`config.mk`:
```
export PLATFORM = sky130hd
export DESIGN_NAME = quad_split_seq
export DESIGN_NICKNAME = d
export VERILOG_FILES = /design/src/rtl/qs_pkg.sv /design/src/rtl/qs_classify.sv /design/src/rtl/qs_beat_gen.sv /design/src/rtl/quad_split_seq.sv
export SDC_FILE = /design/constraint.sdc
export NUM_CORES = 1
export LEC_CHECK = 0
export CORE_UTILIZATION = 35
export DETAILED_ROUTE_END_ITERATION = 10
export GPL_ROUTABILITY_DRIVEN = 0
export HOLD_SLACK_MARGIN = 0.15
export PLACE_DENSITY = 0.7
export SYNTH_ARGS = -nofsm -noshare
export SYNTH_HDL_FRONTEND = slang
export SYNTH_SLANG_ARGS = --single-unit
```
`constraint.sdc`:
```
create_clock -name clk -period 2.87 [get_ports clk]
set_input_delay 0.574 -clock clk [delete_from_list [all_inputs] [get_ports clk]]
set_output_delay 0.574 -clock clk [all_outputs]
set_load 0.1 [all_outputs]
```
`src/rtl/qs_pkg.sv`:
```
package qs_pkg;
  typedef enum logic [2:0] {
    QK_SINGLE  = 3'd0,
    QK_QLD     = 3'd1,
    QK_QST     = 3'd2,
    QK_QLD_RSV = 3'd3,
    QK_QST_CND = 3'd4
  } qs_kind_e;

  localparam int unsigned QS_BEATS = 2;
endpackage

```
`src/rtl/qs_classify.sv`:
```
module qs_classify
  import qs_pkg::*;
#(
  parameter int unsigned AW         = 64,
  parameter int unsigned RW         = 5,
  parameter int unsigned ALIGN_BITS = 4
) (
  input  logic [2:0]    kind,
  input  logic [AW-1:0] addr,
  input  logic          big_endian,
  input  logic [RW-1:0] rt,
  input  logic [RW-1:0] ra,
  input  logic [RW-1:0] rb,
  output logic          is_quad,
  output logic          bad_form,
  output logic          bad_align
);
  logic misal;
  logic is_rsv;

  always_comb begin
    misal   = |addr[ALIGN_BITS-1:0];
    is_rsv  = (kind == QK_QLD_RSV);
    is_quad = (kind == QK_QLD) || (kind == QK_QST) ||
              (kind == QK_QLD_RSV) || (kind == QK_QST_CND);
    bad_form  = is_rsv && ((ra == rt) || (rb == rt));
    bad_align = misal && (is_rsv || ((kind == QK_QLD) && !big_endian));
  end
endmodule

```
`src/rtl/qs_beat_gen.sv`:
```
module qs_beat_gen
  import qs_pkg::*;
#(
  parameter int unsigned AW         = 64,
  parameter int unsigned RW         = 5,
  parameter int unsigned BEAT_BYTES = 8
) (
  input  logic                         is_quad,
  input  logic                         big_endian,
  input  logic [AW-1:0]                addr,
  input  logic [RW-1:0]                rt,
  output logic [QS_BEATS-1:0][AW-1:0]  beat_addr,
  output logic [QS_BEATS-1:0][RW-1:0]  beat_reg
);
  for (genvar b = 0; b < QS_BEATS; b++) begin : g_beat
    localparam logic [AW-1:0] OFS = AW'(b * BEAT_BYTES);
    localparam bit FIRST = (b == 0);
    logic odd_half;
    always_comb begin
      odd_half     = is_quad && (FIRST ? !big_endian : big_endian);
      beat_addr[b] = addr + OFS;
      beat_reg[b]  = odd_half ? (rt | RW'(1)) : rt;
    end
  end
endmodule

```
`src/rtl/quad_split_seq.sv`:
```
module quad_split_seq
  import qs_pkg::*;
#(
  parameter int unsigned AW         = 64,
  parameter int unsigned RW         = 5,
  parameter int unsigned BEAT_BYTES = 8
) (
  input  logic          clk,
  input  logic          rst,
  input  logic          flush,
  input  logic          req_valid,
  input  logic [2:0]    req_kind,
  input  logic [AW-1:0] req_addr,
  input  logic          req_big_endian,
  input  logic [RW-1:0] req_rt,
  input  logic [RW-1:0] req_ra,
  input  logic [RW-1:0] req_rb,
  input  logic          dn_ready,
  output logic          up_stall,
  output logic          beat_valid,
  output logic [AW-1:0] beat_addr,
  output logic [RW-1:0] beat_reg,
  output logic          beat_repeat,
  output logic          beat_second,
  output logic          beat_irq_inhibit,
  output logic          align_exc,
  output logic          illegal_exc
);
  localparam int unsigned ALIGN_BITS = $clog2(QS_BEATS * BEAT_BYTES);

  logic is_quad, bad_form, bad_align;
  logic [QS_BEATS-1:0][AW-1:0] g_addr;
  logic [QS_BEATS-1:0][RW-1:0] g_reg;

  qs_classify #(.AW(AW), .RW(RW), .ALIGN_BITS(ALIGN_BITS)) u_cls (
    .kind(req_kind), .addr(req_addr), .big_endian(req_big_endian),
    .rt(req_rt), .ra(req_ra), .rb(req_rb),
    .is_quad(is_quad), .bad_form(bad_form), .bad_align(bad_align)
  );

  qs_beat_gen #(.AW(AW), .RW(RW), .BEAT_BYTES(BEAT_BYTES)) u_gen (
    .is_quad(is_quad), .big_endian(req_big_endian), .addr(req_addr),
    .rt(req_rt), .beat_addr(g_addr), .beat_reg(g_reg)
  );

  logic          v_q, rep_q, sec_q, inh_q, pend_q, aexc_q, iexc_q;
  logic [AW-1:0] addr_q, nxt_addr_q;
  logic [RW-1:0] reg_q, nxt_reg_q;

  always_ff @(posedge clk) begin
    if (rst || flush) begin
      v_q        <= 1'b0;
      rep_q      <= 1'b0;
      sec_q      <= 1'b0;
      inh_q      <= 1'b0;
      pend_q     <= 1'b0;
      aexc_q     <= 1'b0;
      iexc_q     <= 1'b0;
      addr_q     <= '0;
      reg_q      <= '0;
      nxt_addr_q <= '0;
      nxt_reg_q  <= '0;
    end else begin
      aexc_q <= 1'b0;
      iexc_q <= 1'b0;
      if (!v_q) begin
        if (req_valid) begin
          if (bad_form) begin
            iexc_q <= 1'b1;
          end else if (bad_align) begin
            aexc_q <= 1'b1;
          end else begin
            v_q        <= 1'b1;
            addr_q     <= g_addr[0];
            reg_q      <= g_reg[0];
            rep_q      <= is_quad;
            sec_q      <= 1'b0;
            inh_q      <= 1'b0;
            pend_q     <= is_quad;
            nxt_addr_q <= g_addr[1];
            nxt_reg_q  <= g_reg[1];
          end
        end
      end else if (dn_ready) begin
        if (pend_q) begin
          addr_q <= nxt_addr_q;
          reg_q  <= nxt_reg_q;
          sec_q  <= 1'b1;
          inh_q  <= 1'b1;
          pend_q <= 1'b0;
        end else begin
          v_q   <= 1'b0;
          rep_q <= 1'b0;
          sec_q <= 1'b0;
          inh_q <= 1'b0;
        end
      end
    end
  end

  assign up_stall         = v_q;
  assign beat_valid       = v_q;
  assign beat_addr        = addr_q;
  assign beat_reg         = reg_q;
  assign beat_repeat      = rep_q;
  assign beat_second      = sec_q;
  assign beat_irq_inhibit = inh_q;
  assign align_exc        = aexc_q;
  assign illegal_exc      = iexc_q;
endmodule

```
==> results of run 1 <==
per-layer routing:
layer | vias up | global-route usage, % | wire [µm]
met5 | - | 0 | 0
met4 | 0 | 6.06 | 278
met3 | 16 | 4.66 | 1120
met1 | 3092 | 26.9 | 9510
li1 | 3405 | - | -
met2 | 174 | 33.5 | 9390
cell usage in the layout, fill, tap and decap left out, drive strengths merged, types with 29 or more instances in the layout:
master / Yosys / final
a211oi: 95 / 95
a21oi: 40 / 40
buf: 17 / 175
clkdlybuf4s50: 0 / 87
dfxtp: 144 / 144
mux2i: 67 / 67
nand2: 39 / 39
nand3: 29 / 29
nor2: 125 / 125
o21ai: 42 / 42
xnor2: 33 / 33
worst paths after layout:
| path | startpoint | endpoint | depth (start not counted) |
|---|---|---|---|
| max | req_addr[16] | nxt_addr_q[62] | 7 |
| min | nxt_addr_q[0] | nxt_addr_q[0] | 2 |
| max reg2reg | beat_valid | beat_addr[52] | 6 |
| min reg2reg | nxt_addr_q[0] | nxt_addr_q[0] | 2 |
worst max-delay path, cell delays in order:
cell and delay (ps):
clkdlybuf4s50_1 480, nand4_1 160, or3_1 460, or4b_1 600
buf_4 200, o41ai_1 320, a31oi_1 120
stage by stage:
step,worst slack (ps),hold slack [ps]
after floorplan,518,436
after detailed placement,-188,446
after CTS,232,457
after global placement,-153,442
after global routing,167,474
final,247,455
cells by family (layout without fill, tap and decap cells):
family,Yosys count,in the layout,synth area share (%)
multiplexers,67,67,9.63
adder cells (fa/ha/maj),1,1,0.180
flip-flops,144,144,41.4
XOR/XNOR,58,58,7.30
AND/OR/NAND/NOR,280,280,19.0
AO/OA/AOI/OAI,195,195,18.2
buffers and inverters,74,304,4.30
area by class of cell:
cell class,count,share of cell area (%)
Multi-Input combinational cell,601,38.3
Timing Repair Buffer,262,23.0
Sequential cell,144,29.1
Tap cell,265,3.34
Clock inverter,14,1.42
Inverter,10,0.378
Clock buffer,18,4.43
power by group:
part | switching [mW] | leakage [nW] | internal (mW)
clock network | 0.884 | 0.278 | 1.30
logic | 0.757 | 2.22 | 0.417
registers | 0.0546 | 1.18 | 2.09
total | 1.70 | 3.67 | 3.81
==> metrics.csv, run 1 <==
stage;metric;value;unit
floorplanning;dieHeight;143;µm
clock_network;path_clk_slew;60;ps
cells_and_area;drive_gt1_share;20.8;%
placed_design;portBuffers;163;
setup_path;critPathLaunchType;primary input;
grt;antenna_found_initial;0;
synthesis;yosys.cell_count.top_type;dfxtp_1;
synthesis;yosysWarnings;0;
placed_design;placed_area;9340;µm²
clock_network;cts_resized;0;
clock_network;cts_buffers;17;
grt;grt_start_max_net_pins;72;
outcome;run_status;completed;
pwr;p_leak;3.67;nW
setup_path;path_class;in -> reg;
route;detail-route-antenna-nets;0;
grt;track_usage;20.5;%
synthesis;synth_edf_count;0;
cells_and_area;nNetsFinal;1125;
grt;globalRouteOverflowTotal;0;
floorplanning;chipWidth;143;µm
setup_path;cp-end-kind;flip-flop;
route;routedWlPerCell;15.4;µm
setup_path;timing.critical_path.fanout_max;9;
setup_path;cp_data_required_time;3160;ps
route;first_pass_iters;4;
sta;fin_worst_skew;6.36;ps
floorplanning;num_rows;51;
pwr;peakVddDrop;380;µV
clock_network;cts_setup_buffers;0;
sta;slew_headroom;64.6;%
hold_path;hp-class;reg -> reg;
sta;tns;0;ps
cells_and_area;final_util;51.0;%
sta;final-max-slew-violation-count;0;
clock_network;clock_path_buffers;2;
synthesis;synth_common_cells;144 x dfxtp_1, 125 x nor2_1, 95 x a211oi_1, 67 x mux2i_1, 47 x clkbuf_1;
cells_and_area;nFillCells;1835;
setup_path;critPathArrivalTime;2910;ps
route;drcViolationCount;0;
placed_design;hpwlAfterDp;14700;µm
clock_network;ctsHtreeMaxLevel;4;
floorplanning;pin_count;164;
cells_and_area;area_delta_synth_final;42.6;%
sta;min_period;2620;ps
synthesis;syn-num-nets;908;
clock_network;clkSinkCount;144;
setup_path;r2r_slack;1030;ps
cells_and_area;seq_area;2890;µm²
route;vias;6687;
clock_network;cts_root_buffer;clkbuf_16;
sta;report.final.setup_viol;0;
synthesis;synth.distinct_cells;44;
cells_and_area;multi_input_area;3800;µm²
synthesis;netlist.area_leader.share;41.4;%
sta;fmax;381;MHz
route;drt_first_iter_violations;312;
sta;fin_crit_sh;91.4;%
synthesis;synthCells;819;
cells_and_area;fin_area;9920;µm²
floorplanning;core_area;19500;µm²
synthesis;yosys.area.top_type;dfxtp_1;
grt;grt_pass1_vias;6238;
synthesis;synth_seq_cells;144;
cells_and_area;n_antenna_cell;0;
synthesis;synth_flop_cell;dfxtp_1;
job;maxCapViolations;0;
pwr;finalPower;5.50;mW
synthesis;syn_area;6960;µm²
clock_network;cts_hold_buf;0;
synthesis;yosysSeqAreaShare;41.4;%
sta;rsz0062_at_grt;no;
placed_design;dp.cells;1282;
synthesis;synth.avg_cell_area;8.50;µm²
pwr;powerDensity;555;nW/µm²
grt;grt_first_pass_wirelength;32400;µm
route;viasPerCell;5.09;
floorplanning;start_util;35.8;%
route;drt-total-wl;20300;µm
sta;hold_viol_final;0;
clock_network;cts_tree;done;
synthesis;synthTopCellsByArea;dfxtp_1 41%, a211oi_1 10%, mux2i_1 9.6%;
clock_network;clkLatencyLatePin;410;ps
synthesis;synth-async-reset-ratio;0;%
floorplanning;die_area;20500;µm²
sta;tightest_slew;532;ps
cells_and_area;fin_cells;1314;
Note: power is estimated with default switching activity, not from simulation.
==> run 2, diff against run 1 <==
- CORE_UTILIZATION: 35 -> 40
- HOLD_SLACK_MARGIN: 0.15 -> 0.02
- PLACE_DENSITY: 0.7 -> 0.76
==> run 2 against run 1 <==
Effect of this change:
- die area shrank 12%
- highest routed layer unchanged
- critical path depth did not move
- sequential cell count unchanged
- first-iteration DRC count grew 22%
- clock skew down 0.60 ps
- non-clock buffer count grew 3
- core utilization increased by 7.7 points
- sequential power is essentially flat
- largest power group is now registers
- combinational power hardly changed
==> metrics.csv, run 2 (synthesis results as in run 1) <==
stage;metric;value;unit
route;viasPerCell;5.32;
floorplanning;num_rows;47;
placed_design;portBuffers;163;
sta;hold_viol_final;0;
route;vias;6732;
cells_and_area;nNetsFinal;1128;
placed_design;dp.cells;1240;
route;drcViolationCount;0;
floorplanning;pin_count;164;
sta;slew_headroom;71.2;%
pwr;powerDensity;543;nW/µm²
cells_and_area;layout_commonest_cell;buf_4;
clock_network;clock_path_buffers;2;
pwr;p_leak;3.67;nW
setup_path;timing.critical_path.fanout_max;10;
cells_and_area;fin_cells;1265;
grt;grt_first_pass_wirelength;31800;µm
hold_path;hp-class;reg -> reg;
pwr;peakVddDrop;465;µV
sta;fin_worst_skew;5.76;ps
cells_and_area;final_util;58.7;%
clock_network;cts_setup_buffers;0;
cells_and_area;seq_area;2890;µm²
setup_path;critPathLaunchType;primary input;
sta;report.final.setup_viol;0;
clock_network;path_clk_slew;60;ps
cells_and_area;multi_input_area;3810;µm²
grt;globalRouteOverflowTotal;0;
clock_network;clkSinkCount;144;
sta;fin_crit_sh;94.8;%
sta;tightest_slew;432;ps
clock_network;cts_buffers;17;
placed_design;hpwlAfterDp;14400;µm
clock_network;cts_root_buffer;clkbuf_16;
setup_path;cp_data_required_time;3170;ps
floorplanning;dieHeight;134;µm
clock_network;ctsHtreeMaxLevel;4;
cells_and_area;drive_gt1_share;20.3;%
floorplanning;chipWidth;134;µm
route;routedWlPerCell;15.6;µm
grt;grt_pass1_vias;6405;
grt;antenna_found_initial;0;
route;drt_first_iter_violations;381;
grt;use_met3;5.10;%
setup_path;cp-end-kind;flip-flop;
floorplanning;die_area;17900;µm²
route;drt-total-wl;19700;µm
cells_and_area;area_delta_synth_final;41.4;%
cells_and_area;layout_common_cells;169 x buf_4, 143 x dfxtp_1, 123 x nor2_1;
grt;grt_start_max_net_pins;56;
job;maxCapViolations;0;
sta;rsz0062_at_grt;no;
outcome;run_status;completed;
floorplanning;core_area;16800;µm²
sta;fmax;368;MHz
cells_and_area;nFillCells;1475;
clock_network;clkLatencyLatePin;430;ps
floorplanning;start_util;41.5;%
sta;min_period;2720;ps
cells_and_area;n_antenna_cell;0;
grt;busiest_layer;met2;
grt;use_met2;37.2;%
route;first_pass_iters;7;
sta;final-max-slew-violation-count;0;
setup_path;critPathArrivalTime;3020;ps
clock_network;cts_tree;done;
grt;track_usage;22.5;%
setup_path;path_class;in -> reg;
grt;use_met1;28.6;%
route;detail-route-antenna-nets;0;
## run 2: changes by cell type in the layout (fill, tap and decap cells not counted), sizes merged
| cell | change |
|---|---|
| buf | +3 |
| inv | -1 |
| clkbuf | +5 |
| bufinv | -1 |
| clkinvlp | -4 |
| clkinv | -6 |
## run 2: power by group
group          internal [mW]  total, mW  switching (mW)
logic                  0.430       1.19           0.756
clock network           1.22       2.01           0.787
registers               2.09       2.15          0.0540
total                   3.75       5.34            1.60
## run 2: routing by layer
| metal | share of wire (%) | vias to the layer above |
|---|---|---|
| met5 | 0 | - |
| met4 | 1.7 | 0 |
| met1 | 45 | 3137 |
| met3 | 5.7 | 23 |
| li1 | - | 3398 |
| met2 | 48 | 174 |
## run 2: worst paths after layout
kind / startpoint / end / slack, ps / cells after the start
worst max register to register: beat_valid / beat_reg[3] / 1010 / 6
worst max-delay path: req_addr[9] / nxt_addr_q[62] / 150 / 7
worst min register to register: nxt_reg_q[2] / nxt_reg_q[2] / 460 / 2
worst min-delay path: nxt_reg_q[2] / nxt_reg_q[2] / 460 / 2
## run 2: final cells by class
class | count | area share [%]
multi-input combinational | 601 | 38.7
sequential | 144 | 29.3
timing repair buffer | 265 | 23.6
clock buffer | 23 | 4.86
tap | 220 | 2.80
inverter | 10 | 0.381
clock inverter | 2 | 0.356
## run 2: metrics by stage
stage	hold slack [ps]	setup TNS, ps	instance area [µm²]	power [mW]	setup WS (ps)
2_1_floorplan	436	0	6960	2.92	518
3_3_place_gp	442	-1350	9320	3.36	-251
3_5_place_dp	447	-1970	9320	3.37	-321
4_1_cts	454	0	9840	5.38	119
5_1_grt	474	0	9840	5.55	31.3
6_report	455	0	9840	5.34	149
## run 2: worst max-delay path, stage by stage
cell             delay [ps]
clkdlybuf4s50_1         570
nand4_1                 180
or3_4                   440
or4b_1                  590
buf_4                   200
o41ai_1                 330
a31oi_1                 130
## run 2: timing repair
item	4_1_cts	5_1_grt
hold buffers	0	0
endpoints found under the setup margin	0	1
gates resized for setup	0	1
==> run 3, diff against run 2 <==
- SLEW_MARGIN: unset -> 20
==> results of run 3 <==
No change in the layout: final DEF, timing and power equal those of run 2.
